File: config.mk
export PLATFORM = sky130hd
export DESIGN_NAME = i2c_quad_addr_slave
export DESIGN_NICKNAME = d
export VERILOG_FILES = /design/src/rtl/i2c_quad_addr_slave.sv
export SDC_FILE = /design/constraint.sdc
export NUM_CORES = 1
export LEC_CHECK = 0
export BUFFER_PORTS_ARGS = -buffer_cell sky130_fd_sc_hd__buf_2
export CAP_MARGIN = 0
export CORE_ASPECT_RATIO = 2
export CORE_UTILIZATION = 28
export DETAILED_ROUTE_END_ITERATION = 16
export PLACE_DENSITY_LB_ADDON = 0.25
export SLEW_MARGIN = 40
export SYNTH_ARGS = -nofsm -noshare
export SYNTH_HDL_FRONTEND = slang
export SYNTH_SLANG_ARGS = --single-unit
File: constraint.sdc
create_clock -name clk -period 4 [get_ports clk]
set_clock_uncertainty 0.1 [all_clocks]
set_input_delay 0.6 -clock clk [delete_from_list [all_inputs] [get_ports clk]]
set_output_delay 0.6 -clock clk [all_outputs]
set_load 0.005 [all_outputs]
File: src/rtl/i2c_quad_addr_slave.sv
module i2c_quad_addr_slave #(
  parameter int NUM_ADDR = 4,
  localparam int IDXW = $clog2(NUM_ADDR)
) (
  input  logic                  clk,
  input  logic                  rst_n,
  input  logic                  scl_i,
  input  logic                  sda_i,
  output logic                  scl_oe,
  output logic                  sda_oe,
  input  logic [8*NUM_ADDR-1:0] addr_tbl,
  input  logic                  cmd_go,
  input  logic                  cmd_nack,
  input  logic [7:0]            tx_data,
  output logic [7:0]            rx_data,
  output logic                  pending,
  output logic [1:0]            slv_code,
  output logic [IDXW-1:0]       match_idx,
  output logic                  selected,
  output logic                  dma_req
);

  typedef enum logic [2:0] {
    P_IDLE, P_ADDR, P_ENDB, P_HOLD, P_ACK, P_RX, P_TX, P_MACK
  } phase_t;

  phase_t       phase;
  logic         scl_q, sda_q, rw, ack_q;
  logic [2:0]   bitcnt;
  logic [7:0]   shreg;
  logic         hit;
  logic [IDXW-1:0] hit_idx;

  wire scl_rise = scl_i & ~scl_q;
  wire scl_fall = ~scl_i & scl_q;
  wire start_c  = scl_i & scl_q & sda_q & ~sda_i;
  wire stop_c   = scl_i & scl_q & ~sda_q & sda_i;
  wire [7:0] in_byte = {shreg[6:0], sda_i};

  always_comb begin
    hit = 1'b0;
    hit_idx = '0;
    for (int i = NUM_ADDR - 1; i >= 0; i--) begin
      if (addr_tbl[8*i+7] && addr_tbl[8*i +: 7] == in_byte[7:1]) begin
        hit = 1'b1;
        hit_idx = i[IDXW-1:0];
      end
    end
  end

  assign scl_oe  = (phase == P_HOLD);
  assign sda_oe  = ((phase == P_ACK) & ack_q) | ((phase == P_TX) & ~shreg[7]);
  assign dma_req = pending & (slv_code != 2'd0);

  always_ff @(posedge clk or negedge rst_n) begin
    if (!rst_n) begin
      phase     <= P_IDLE;
      scl_q     <= 1'b1;
      sda_q     <= 1'b1;
      rw        <= 1'b0;
      ack_q     <= 1'b0;
      bitcnt    <= '0;
      shreg     <= '0;
      rx_data   <= '0;
      pending   <= 1'b0;
      slv_code  <= 2'd0;
      match_idx <= '0;
      selected  <= 1'b0;
    end else begin
      scl_q <= scl_i;
      sda_q <= sda_i;
      if (stop_c) begin
        phase    <= P_IDLE;
        selected <= 1'b0;
        pending  <= 1'b0;
      end else if (start_c) begin
        phase    <= P_ADDR;
        bitcnt   <= '0;
        selected <= 1'b0;
        pending  <= 1'b0;
      end else begin
        case (phase)
          P_ADDR: if (scl_rise) begin
            shreg  <= in_byte;
            bitcnt <= bitcnt + 3'd1;
            if (bitcnt == 3'd7) begin
              if (hit) begin
                selected  <= 1'b1;
                match_idx <= hit_idx;
                rw        <= sda_i;
                slv_code  <= 2'd0;
                phase     <= P_ENDB;
              end else begin
                phase <= P_IDLE;
              end
            end
          end
          P_RX: if (scl_rise) begin
            shreg  <= in_byte;
            bitcnt <= bitcnt + 3'd1;
            if (bitcnt == 3'd7) begin
              rx_data  <= in_byte;
              slv_code <= 2'd1;
              phase    <= P_ENDB;
            end
          end
          P_ENDB: if (scl_fall) begin
            pending <= 1'b1;
            phase   <= P_HOLD;
          end
          P_HOLD: if (cmd_go) begin
            pending <= 1'b0;
            bitcnt  <= '0;
            if (slv_code == 2'd2) begin
              shreg <= tx_data;
              phase <= P_TX;
            end else begin
              ack_q <= 1'b1;
              phase <= P_ACK;
            end
          end else if (cmd_nack) begin
            pending <= 1'b0;
            if (slv_code == 2'd2) begin
              selected <= 1'b0;
              phase    <= P_IDLE;
            end else begin
              ack_q <= 1'b0;
              phase <= P_ACK;
            end
          end
          P_ACK: if (scl_fall) begin
            bitcnt <= '0;
            if (!ack_q) begin
              selected <= 1'b0;
              phase    <= P_IDLE;
            end else if (slv_code == 2'd0 && rw) begin
              slv_code <= 2'd2;
              pending  <= 1'b1;
              phase    <= P_HOLD;
            end else begin
              phase <= P_RX;
            end
          end
          P_TX: if (scl_fall) begin
            if (bitcnt == 3'd7) begin
              phase <= P_MACK;
            end else begin
              shreg  <= {shreg[6:0], 1'b1};
              bitcnt <= bitcnt + 3'd1;
            end
          end
          P_MACK: if (scl_rise) begin
            if (sda_i) begin
              selected <= 1'b0;
              phase    <= P_IDLE;
            end else begin
              slv_code <= 2'd2;
              phase    <= P_ENDB;
            end
          end
          default: ;
        endcase
      end
    end
  end

endmodule


== Yosys cells after proc, flatten, opt, wreduce, memory -nomap -nowiden ==
Cells that the tools add are included.
Operators by class
  reductions and logical operators: 24
  mux-type cells: 78
  bitwise gates (word level): 19
  $add $sub $neg: 1
  eq/ne operators: 51
Operators with widths (number)
  $mux 3: 22
  $ne 4x4->1 const B: 12
  $mux 8: 5
  $mux 2: 17
  $eq 7x7->1: 4
  $mux 1: 28
  $pmux 8 s3: 1
  $ne 2x2->1 const B: 11
  $reduce_and 11->1: 2
  $pmux 3 s7: 1
  $eq 3x3->1 const B: 5
  $reduce_and 13->1: 1
  $pmux 3 s4: 1
  $reduce_and 6->1: 2
  $and 1x1->1: 10
  $reduce_and 5->1: 2
  $reduce_bool 5->1: 2
  $ne 3x3->1 const B: 3
  $reduce_bool 9->1: 1
  $ne 2x1->1 const B: 4
  $ne 4x1->1 const B: 2
  $ne 4x3->1 const B: 2
  $not 1->1: 8
  $pmux 2 s4: 1
  other kinds (19): 26
Storage, ports and cells
  input bits: 46
  output and inout port bits: 17
  word-level logic and storage cells: 185
  flip-flop bits (word level): 32

== Logic depth before layout (Yosys ltp) ==
Gate-level depths: netlist of the first run.
  word-level depth: 12
  mapped depth: 9
  gate-level depth less buffers: 8

== Least setup slack after synthesis of the first run ==
OpenSTA, ideal clock, no wires.
  path kind: input to register
  start: input port addr_tbl[1]
  end: register rw
  data required time: 3.773 ns
  path slack: 1.898 ns
  arrival: 1.875 ns
  path buffers: 1
  cell stages on the path: 7
  library setup time: 0.127 ns
  cell sequence: xor2_1 > nor4_1 > nand4_1 > and4_1 > buf_6 > nor2_4 > mux2_1
On the way
  cells in the longest elaborated chain, start to end: 4
RTL lines
  start, declared: line 11  | input logic [8*NUM_ADDR-1:0] addr_tbl,
  $eq 7x7->1: line 44  | if (addr_tbl[8*i+7] && addr_tbl[8*i +: 7] == in_byte[7:1]) begin
  $logic_and 1x1->1: line 44
  $mux 1: line 44
  $reduce_and 6->1 (no source line)
  end signal, assigned: line 90  | rw <= sda_i;
  end, declared: line 28  | logic scl_q, sda_q, rw, ack_q;
No other way between the ends.
A chain may end at the register's enable or synchronous reset.

== Worst setup path after layout of the first run ==
  start: register phase[1]
  end: output port scl_oe
On the way
  cells in the longest elaborated chain, start to end: 1
RTL lines
  start, declared: line 27  | phase_t phase;
  start signal, assigned: line 57  | phase <= P_IDLE;
  start signal, assigned: line 73  | phase <= P_IDLE;
  start signal, assigned: line 77  | phase <= P_ADDR;
  $eq 3x2->1: line 51  | assign scl_oe = (phase == P_HOLD);
  end, declared: line 9  | output logic scl_oe,
No other way between the ends.

==> reports/qor.yml, run 1 <==
yosys:
  ys_dominant_reg_cell: "dfrtp_1"
  ys_top_cells_by_area: "dfrtp_1, xor2_1, a21oi_1"
  synth-edff-count: 0
  synth-async-reset-ratio: 1.00
  yosys.area.top_type: "dfrtp_1"
  synth_seq_cells: 32
  synth_top_cells_by_count: "dfrtp_1, a21oi_1, xor2_1"
  synth-seq-area-share: 0.361
  synth.avg_cell_area_um2: 9.26
  gate_count_after_technology_mapping: 240
  cell_variety_after_synth: 49
  yosys_warnings: 0
  synthMostInstantiatedCell: "dfrtp_1"
  synth_fp_nets: 288
  netlist_area_mm2: 0.00222
  post-synth-top-area-fraction: 0.338
worst_setup_path:
  number_of_cell_instances_on_the_worst_register_to_register_path: 5
  setup.worst_path.class: "flop to primary output"
  start_of_the_worst_register_to_register_path: "phase[1]$_DFFE_PN0P_"
  crit_fanout: 19
  cpLargestDelayFamily: "simple AND/OR/NAND/NOR gates"
  worst-endpoint-required_ns: 3.30
  worst-endpoint-arrival_ns: 2.18
  path_cells: "nor2b_1 > nand2_1 > inv_1 > buf_2"
  reg_to_reg_end: "shreg[0]$_DFFE_PN0P_"
  rrSetupSlack_ns: 1.33
  worstSetupStartpointType: "flop"
  critical_path.slowest_cell: "dfrtp_1"
  worst-path-buf-inv: 2
  timing.critical_path.depth: 4
  critPathCaptureType: "primary output"
  cpPeakStageDelay_ns: 0.73
cts:
  post_cts_hold_buffer_count: 0
  cts.clk_slew.worst_paths_ns: 0.05
  tritoncts: "yes"
  post_cts_resize_count: 0
  post_cts_buffers: 0
  cts_num_sinks: 32
  worstSkewPairLatency_ns: 0.28
  cts_max_path_buffers: 2
  cts_inserted_buffers: 5
  htree_levels: 2
  root_buffer: "clkbuf_16"
pwr:
  ir_drop_uv: 268
  power_frac_comb: 0.389
  seqPwrFrac: 0.358
  power_per_cell_area_mw_per_mm2: 640
  internal-power_w: 0.00101
  p_sw_w: 0.000714
  p_leak_nw: 1.30
  sw_frac_of_total: 0.413
  share_clk_of_total_power: 0.253
drt:
  via_count: 2005
  drt_drc_violations_left: 0
  avg_wl_per_cell_um: 17.3
  first_pass_iters: 5
  drtAntennaViolNets: 0
  drt_iter0_drc: 76
  viasPerCell: 5.21
  drt-total-wl_um: 6640
timing:
  achievable-frequency_ghz: 0.347
  worst_slack_ns: 1.12
  hold_ws_ns: 0.152
  hold_violations: 0
  timing_worst_slew_pin_value_ns: 0.700
  min_period_over_period: 0.720
  slew-limit-headroom: 0.533
  fin_tns_setup_ns: 0
  rsz0062_at_grt: "no"
  slew_viol_final: 0
  report.final.setup_viol: 0
  period_needed_ns: 2.88
place:
  placed_cells_incl_taps: 377
  detailedPlacementHpwl_um: 5220
  port_buffers: 62
  dpl_worst_slack_ns: 1.36
  finalWeightedCongestion: 0.907
final_layout:
  finalCoreUtilization: 0.352
  syn2layout_area_growth_pct: 21.5
  layoutNonFillerInstCount: 385
  nFillCells: 832
  layout.area.seq_um2: 803
  multiInputGateArea_mm2: 0.00127
  insertedDiodeCount: 0
  final_nets: 338
  layout_cells_sized_above_1: 0.299
grt:
  grt_max_degree: 33
  global_route.overflow_total: 0
  number_of_global_route_vias_before_repair: 2080
  wire_length_of_the_first_global_routing_pass_um: 10500
  met1_usage: 0.163
  gr-usage-met3: 0.0240
  antenna_violations_before_repair: 0
  globalRoute.busiestLayer: "met2"
  met2_usage: 0.327
  grt_util_all_layers: 0.169
floorplanning:
  die_wd_um: 65.0
  die_y_um: 128
  initial_utilization: 0.290
  die_area_mm2: 0.00832
  floorplan.rows: 45
  core_area_mm2: 0.00766
  design.portCount: 63
status:
  status: "complete, no violations"
min_path:
  tightest_hold_check_type: "primary input to async pin"
job:
  drv_cap: 0
## final cells by class
| class | instances | share of cell area |
|---|---|---|
| well taps | 94 | 0.0436 |
| multi-input cells | 181 | 0.470 |
| clock inverters | 3 | 0.0158 |
| inverters | 8 | 0.0111 |
| repair buffers | 62 | 0.116 |
| flip-flops and latches | 32 | 0.298 |
| clock buffers | 5 | 0.0464 |
## worst reg2reg max path: stages (launching register included)
cell,delay (ns)
dfrtp_1,0.73
inv_1,0.29
nor4b_1,0.39
a21oi_1,0.12
a211oi_4,0.53
mux2_2,0.40
## worst max-delay path by stage
stage / from / endpoint / slack (ns)
6_report: phase[1]$_DFFE_PN0P_ / scl_oe / 1.12
5_1_grt: phase[1]$_DFFE_PN0P_ / scl_oe / 0.95
3_3_place_gp: phase[2]$_DFFE_PN0P_ / phase[1]$_DFFE_PN0P_ / 1.28
2_1_floorplan: addr_tbl[1] / rw$_DFFE_PN0P_ / 1.90
4_1_cts: phase[1]$_DFFE_PN0P_ / scl_oe / 1.15
3_5_place_dp: scl_i / shreg[0]$_DFFE_PN0P_ / 1.36
## metrics by stage
step           power (W)  area (µm²)
2_1_floorplan    0.00112        2220
3_3_place_gp     0.00129        2530
3_5_place_dp     0.00130        2530
4_1_cts          0.00174        2700
5_1_grt          0.00185        2700
6_report         0.00173        2700
## flip-flops by register name, indices dropped and copies added, names as in the netlist
| name | cells |
|---|---|
| sda_q | 1 |
| match_idx | 2 |
| ack_q | 1 |
| selected | 1 |
| bitcnt | 3 |
| phase | 3 |
| scl_q | 1 |
| rw | 1 |
| rx_data | 8 |
| slv_code | 2 |
| pending | 1 |
| shreg | 8 |
## kinds of logic after synthesis
logic type / count (synthesis) / synth area share
fa+ha+maj: 2 / 0.0113
xor+xnor: 29 / 0.114
buf+inv: 27 / 0.0681
simple gates: 72 / 0.168
mux: 20 / 0.0957
flops: 32 / 0.361
compound gates: 58 / 0.181
## layout by cell type, fill, tap and decap left out, types with 6 or more instances in the layout
cell     Yosys  routed
buf_2       10      61
dfrtp_1     30      30
nor2b_1      7       7
nor2_1      19      19
nand3_1      6       6
xor2_1      25      25
a21oi_1     25      25
nand4_1      6       6
mux2_2       9       9
inv_1        8       8
nand2_1     13      13
mux2i_1     10      10
## power by group through the flow
stage	Clock [W]	Sequential, W	Combinational, W
finish	0.000437	0.000618	0.000672
global placement	0	0.000627	0.000666
CTS	0.000446	0.000621	0.000673
floorplan	0	0.000454	0.000669
detailed placement	0	0.000628	0.000669
global route	0.000457	0.000639	0.000754
## metal layers
layer	up-vias	share of wire
met5	-	0
met2	71	0.58
met3	15	0.049
li1	955	-
met4	0	0.037
met1	964	0.34
Note: power is estimated with default switching activity, not from simulation.
==> inputs of run 2 (changes only) <==
==> constraint.sdc (replaced) <==
create_clock -name clk -period 2.61 [get_ports clk]
set_clock_uncertainty 0.1 [all_clocks]
set_input_delay 0.3915 -clock clk [delete_from_list [all_inputs] [get_ports clk]]
set_output_delay 0.3915 -clock clk [all_outputs]
set_load 0.005 [all_outputs]
==> reports/qor.yml, run 2 (synthesis results as in run 1) <==
status:
  status: "complete, no violations"
place:
  place_area_mm2: 0.00262
  finalWeightedCongestion: 0.914
  port_buffers: 62
  detailedPlacementHpwl_um: 5280
  dpl_worst_slack_ns: 0.231
worst_setup_path:
  setup.worst_path.class: "flop to flop"
  critPathCaptureType: "flop"
  worst-endpoint-arrival_ns: 2.40
  rrSetupSlack_ns: 0.27
  start_of_the_worst_register_to_register_path: "shreg[1]$_DFFE_PN0P_"
  worstSetupStartpointType: "flop"
  worst-endpoint-required_ns: 2.67
  worstSetupStartpoint: "shreg[1]$_DFFE_PN0P_"
  worst_setup_path_endpoint: "rw$_DFFE_PN0P_"
  crit_fanout: 7
  number_of_cell_instances_on_the_worst_register_to_register_path: 6
  reg_to_reg_end: "rw$_DFFE_PN0P_"
pwr:
  total_power_w: 0.00260
  power_per_cell_area_mw_per_mm2: 940
  p_leak_nw: 1.35
  ir_drop_uv: 290
cts:
  cts_max_path_buffers: 2
  htree_levels: 2
  worstSkewPairLatency_ns: 0.28
  cts_inserted_buffers: 5
  root_buffer: "clkbuf_16"
  post_cts_buffers: 0
  cts.clk_slew.worst_paths_ns: 0.05
  tritoncts: "yes"
  cts_num_sinks: 32
floorplanning:
  design.portCount: 63
  die_wd_um: 65.0
  die_y_um: 128
  initial_utilization: 0.290
  floorplan.rows: 45
  core_area_mm2: 0.00766
  die_area_mm2: 0.00832
drt:
  avg_wl_per_cell_um: 17.0
  drt_iter0_drc: 79
  via_count: 2041
  drtAntennaViolNets: 0
  drt_drc_violations_left: 0
  first_pass_iters: 4
  viasPerCell: 5.14
  drt-total-wl_um: 6770
final_layout:
  final_nets: 351
  syn2layout_area_growth_pct: 24.4
  layout_common_cells: "buf_2, dfrtp_1, xor2_1, a21oi_1, nor2_1"
  leading_cell_type_in_the_layout_fill_and_taps_excluded: "buf_2"
  layout_cells_sized_above_1: 0.320
  final_cell_area_mm2: 0.00277
  regs_by_ff_count: "rx_data (8), shreg (8)"
  insertedDiodeCount: 0
grt:
  number_of_global_route_vias_before_repair: 2178
  grt_util_all_layers: 0.177
  wire_length_of_the_first_global_routing_pass_um: 10900
  antenna_violations_before_repair: 0
  grt_max_degree: 33
  global_route.overflow_total: 0
timing:
  worst_slack_ns: 0.269
  hold_ws_ns: 0.174
  slew-limit-headroom: 0.633
  timing_worst_slew_pin_value_ns: 0.546
  report.final.setup_viol: 0
  fin_tns_setup_ns: 0
  rsz0062_at_grt: "no"
  slew_viol_final: 0
  hold_violations: 0
  period_needed_ns: 2.34
  achievable-frequency_ghz: 0.427
  min_period_over_period: 0.897
min_path:
  hold-path-cell-count: 1
  tightest_hold_check_type: "primary input to flop"
job:
  drv_cap: 0
-- run 2: critical path, stage by stage, from the launching register on --
cell     delay, ns
dfrtp_1       0.48
xor2_1        0.20
nor4_1        0.47
nand4_1       0.19
and4_1        0.32
nor2_4        0.14
mux2_1        0.32
-- run 2: power breakdown --
part	internal (W)	total, W	switching [W]
registers	0.000625	0.000849	0.000224
clock network	0.000346	0.000553	0.000207
logic	0.000550	0.00120	0.000646
-- run 2: metrics by stage --
stage,utilization,cells
floorplan,-,240
global route,0.361,397
detailed placement,0.342,389
finish,0.361,397
CTS,0.359,396
global placement,0.342,389
-- run 2: what timing repair did --
action / 4_1_cts / 5_1_grt
hold endpoints to repair: 0 / 19
hold buffers: 0 / 1
gates resized for setup: 0 / 0
-- run 2: final cells by class --
cell class	count	area, µm²
multi-input combinational	181	1270
sequential	32	803
clock inverter	1	5.00
fill	844	4890
inverter	8	30.0
timing repair buffer	75	413
tap	94	118
clock buffer	6	129
-- run 2: how the worst min path moves through the flow --
stage,start,end,slack [ns]
4_1_cts,rst_n,rx_data[0]$_DFFE_PN0P_,0.12
3_5_place_dp,rx_data[0]$_DFFE_PN0P_,rx_data[0]$_DFFE_PN0P_,0.38
6_report,scl_i,scl_q$_DFF_PN1_,0.17
5_1_grt,scl_i,scl_q$_DFF_PN1_,0.17
2_1_floorplan,rst_n,ack_q$_DFFE_PN0P_,-0.004
3_3_place_gp,rx_data[0]$_DFFE_PN0P_,rx_data[0]$_DFFE_PN0P_,0.37
-- run 2: routing by layer --
layer  global-route usage  share of wire  vias to the layer above
met5                    0              0                        -
met4                0.112          0.045                        0
met3               0.0311          0.051                       17
met2                0.335           0.55                       86
met1                0.169           0.35                      954
li1                     -              -                      984
==> inputs of run 3 (changes only) <==
--- a/config.mk
+++ b/config.mk
@@ -5,6 +5,7 @@
 export SDC_FILE = /design/constraint.sdc
 export NUM_CORES = 1
 export LEC_CHECK = 0
+export ABC_AREA = 1
 export BUFFER_PORTS_ARGS = -buffer_cell sky130_fd_sc_hd__buf_2
 export CAP_MARGIN = 0
 export CORE_ASPECT_RATIO = 2
==> reports/qor.yml, run 3 <==
status:
  status: "complete, no violations"
pwr:
  total_power_w: 0.00246
  ir_drop_uv: 273
  power_per_cell_area_mw_per_mm2: 841
  p_leak_nw: 1.70
timing:
  timing_worst_slew_pin_value_ns: 0.556
  report.final.setup_viol: 0
  min_period_over_period: 0.851
  slew-limit-headroom: 0.628
  slew_viol_final: 0
  achievable-frequency_ghz: 0.450
  period_needed_ns: 2.22
  hold_violations: 0
  fin_tns_setup_ns: 0
  rsz0062_at_grt: "no"
worst_setup_path:
  critical_path.slowest_cell: "nor3_4"
  crit_fanout: 16
  worst-endpoint-arrival_ns: 2.33
  setup.worst_path.class: "flop to flop"
  worstSetupStartpointType: "flop"
  cpLargestDelayFamily: "compound AO/OA/AOI/OAI gates"
  path_cells: "ha_1 > ha_1 > inv_1 > nand3_1 > a21oi_2 > o21ai_1 > nor3_4 > o211ai_1 > o21ai_0"
  worst-path-buf-inv: 1
  critPathCaptureType: "flop"
  path_common_cell: "ha_1"
  worst-endpoint-required_ns: 2.72
  cpPeakStageDelay_ns: 0.45
  rrSetupSlack_ns: 0.39
cts:
  tritoncts: "yes"
  worstSkewPairLatency_ns: 0.28
  cts_inserted_buffers: 5
  htree_levels: 2
  post_cts_buffers: 0
  post_cts_resize_count: 0
  root_buffer: "clkbuf_16"
  cts.clk_slew.worst_paths_ns: 0.06
  cts_max_path_buffers: 2
  cts_num_sinks: 32
  post_cts_hold_buffer_count: 0
grt:
  antenna_violations_before_repair: 0
  grt_max_degree: 33
  number_of_global_route_vias_before_repair: 2495
  global_route.overflow_total: 0
  wire_length_of_the_first_global_routing_pass_um: 12300
  grt_util_all_layers: 0.192
floorplanning:
  die_y_um: 132
  die_area_mm2: 0.00885
  die_wd_um: 67.0
  initial_utilization: 0.288
  core_area_mm2: 0.00823
  design.portCount: 63
  floorplan.rows: 47
yosys:
  netlist_area_mm2: 0.00237
  post-synth-top-area-fraction: 0.317
  gate_count_after_technology_mapping: 385
  synth-async-reset-ratio: 1.00
  synth.avg_cell_area_um2: 6.15
  synth_seq_cells: 32
  synthMostInstantiatedCell: "nand2_1"
  synth_fp_nets: 433
  synth-edff-count: 0
  cell_variety_after_synth: 31
  synth-seq-area-share: 0.339
  yosys.area.top_type: "dfrtp_1"
  yosys_warnings: 0
  synth_top_cells_by_count: "nand2_1, inv_1, nor2_1"
  ys_top_cells_by_area: "dfrtp_1, nand2_1, inv_1"
  ys_dominant_reg_cell: "dfrtp_1"
drt:
  via_count: 2568
  drt-total-wl_um: 7820
  drt_iter0_drc: 116
  drt_drc_violations_left: 0
  avg_wl_per_cell_um: 14.2
  viasPerCell: 4.68
  first_pass_iters: 4
  drtAntennaViolNets: 0
final_layout:
  regs_by_ff_count: "rx_data (8), shreg (8)"
  final_nets: 498
  insertedDiodeCount: 0
  layout_cells_sized_above_1: 0.202
  layout_common_cells: "nand2_1, buf_2, inv_1"
  syn2layout_area_growth_pct: 23.7
  finalCoreUtilization: 0.356
  leading_cell_type_in_the_layout_fill_and_taps_excluded: "nand2_1"
place:
  detailedPlacementHpwl_um: 6440
  port_buffers: 62
  finalWeightedCongestion: 0.950
job:
  drv_cap: 0
min_path:
  tightest_hold_check_type: "primary input to flop"
==> run 3: path summary, 6_finish.rpt <==
kind / from / endpoint / depth (start not counted)
setup / recovery: bitcnt[0]$_DFFE_PN0P_ / shreg[1]$_DFFE_PN0P_ / 9
hold / removal: scl_i / scl_q$_DFF_PN1_ / 1
setup reg to reg: bitcnt[0]$_DFFE_PN0P_ / shreg[1]$_DFFE_PN0P_ / 9
hold reg to reg: rx_data[2]$_DFFE_PN0P_ / rx_data[2]$_DFFE_PN0P_ / 2
max in group asynchronous: rst_n / scl_q$_DFF_PN1_ / 2
min in group asynchronous: rst_n / pending$_DFFE_PN0P_ / 2
==> run 3: final cells by class <==
class                           count  area (µm²)
Tap cell                           98         123
Sequential cell                    32         803
Timing Repair Buffer               64         330
Clock buffer                        6         129
Inverter                           62         233
Multi-Input combinational cell    285        1290
Fill cell                         939        5300
Clock inverter                      2        16.3
==> run 3: power breakdown <==
group / internal [W] / switching, W
clock network: 0.000355 / 0.000225
logic: 0.000373 / 0.000717
registers: 0.000630 / 0.000164
total: 0.00136 / 0.00111
==> run 3: worst register-to-register path, delay by kind of cell (launching register included) <==
kind / cells / cell delay [ns]
buffers and inverters: 1 / 0.12
AND/OR/NAND/NOR: 2 / 0.56
adder cells (fa/ha/maj): 2 / 0.39
flip-flops: 1 / 0.41
AO/OA/AOI/OAI: 4 / 0.57
==> run 3: logic make-up (layout without fill, tap and decap cells) <==
family,count (synthesis),in the layout,synth area share
flops,32,32,0.339
buf+inv,68,134,0.114
simple gates,230,230,0.407
compound gates,53,53,0.129
fa+ha+maj,2,2,0.0106
==> run 3: per-stage QoR <==
step | setup WS (ns) | hold slack [ns] | area [µm²] | std cells
floorplan | 0.747 | -0.00409 | 2370 | 385
global placement | 0.486 | 0.365 | 2770 | 540
detailed placement | 0.396 | 0.376 | 2770 | 540
CTS | 0.390 | 0.103 | 2920 | 548
global route | 0.193 | 0.133 | 2930 | 549
finish | 0.388 | 0.132 | 2930 | 549
==> run 3: per-layer routing <==
layer	routed length, µm	global-route usage
met1	2710	0.180
met2	4290	0.352
met3	261	0.0268
met4	558	0.142
met5	0	0
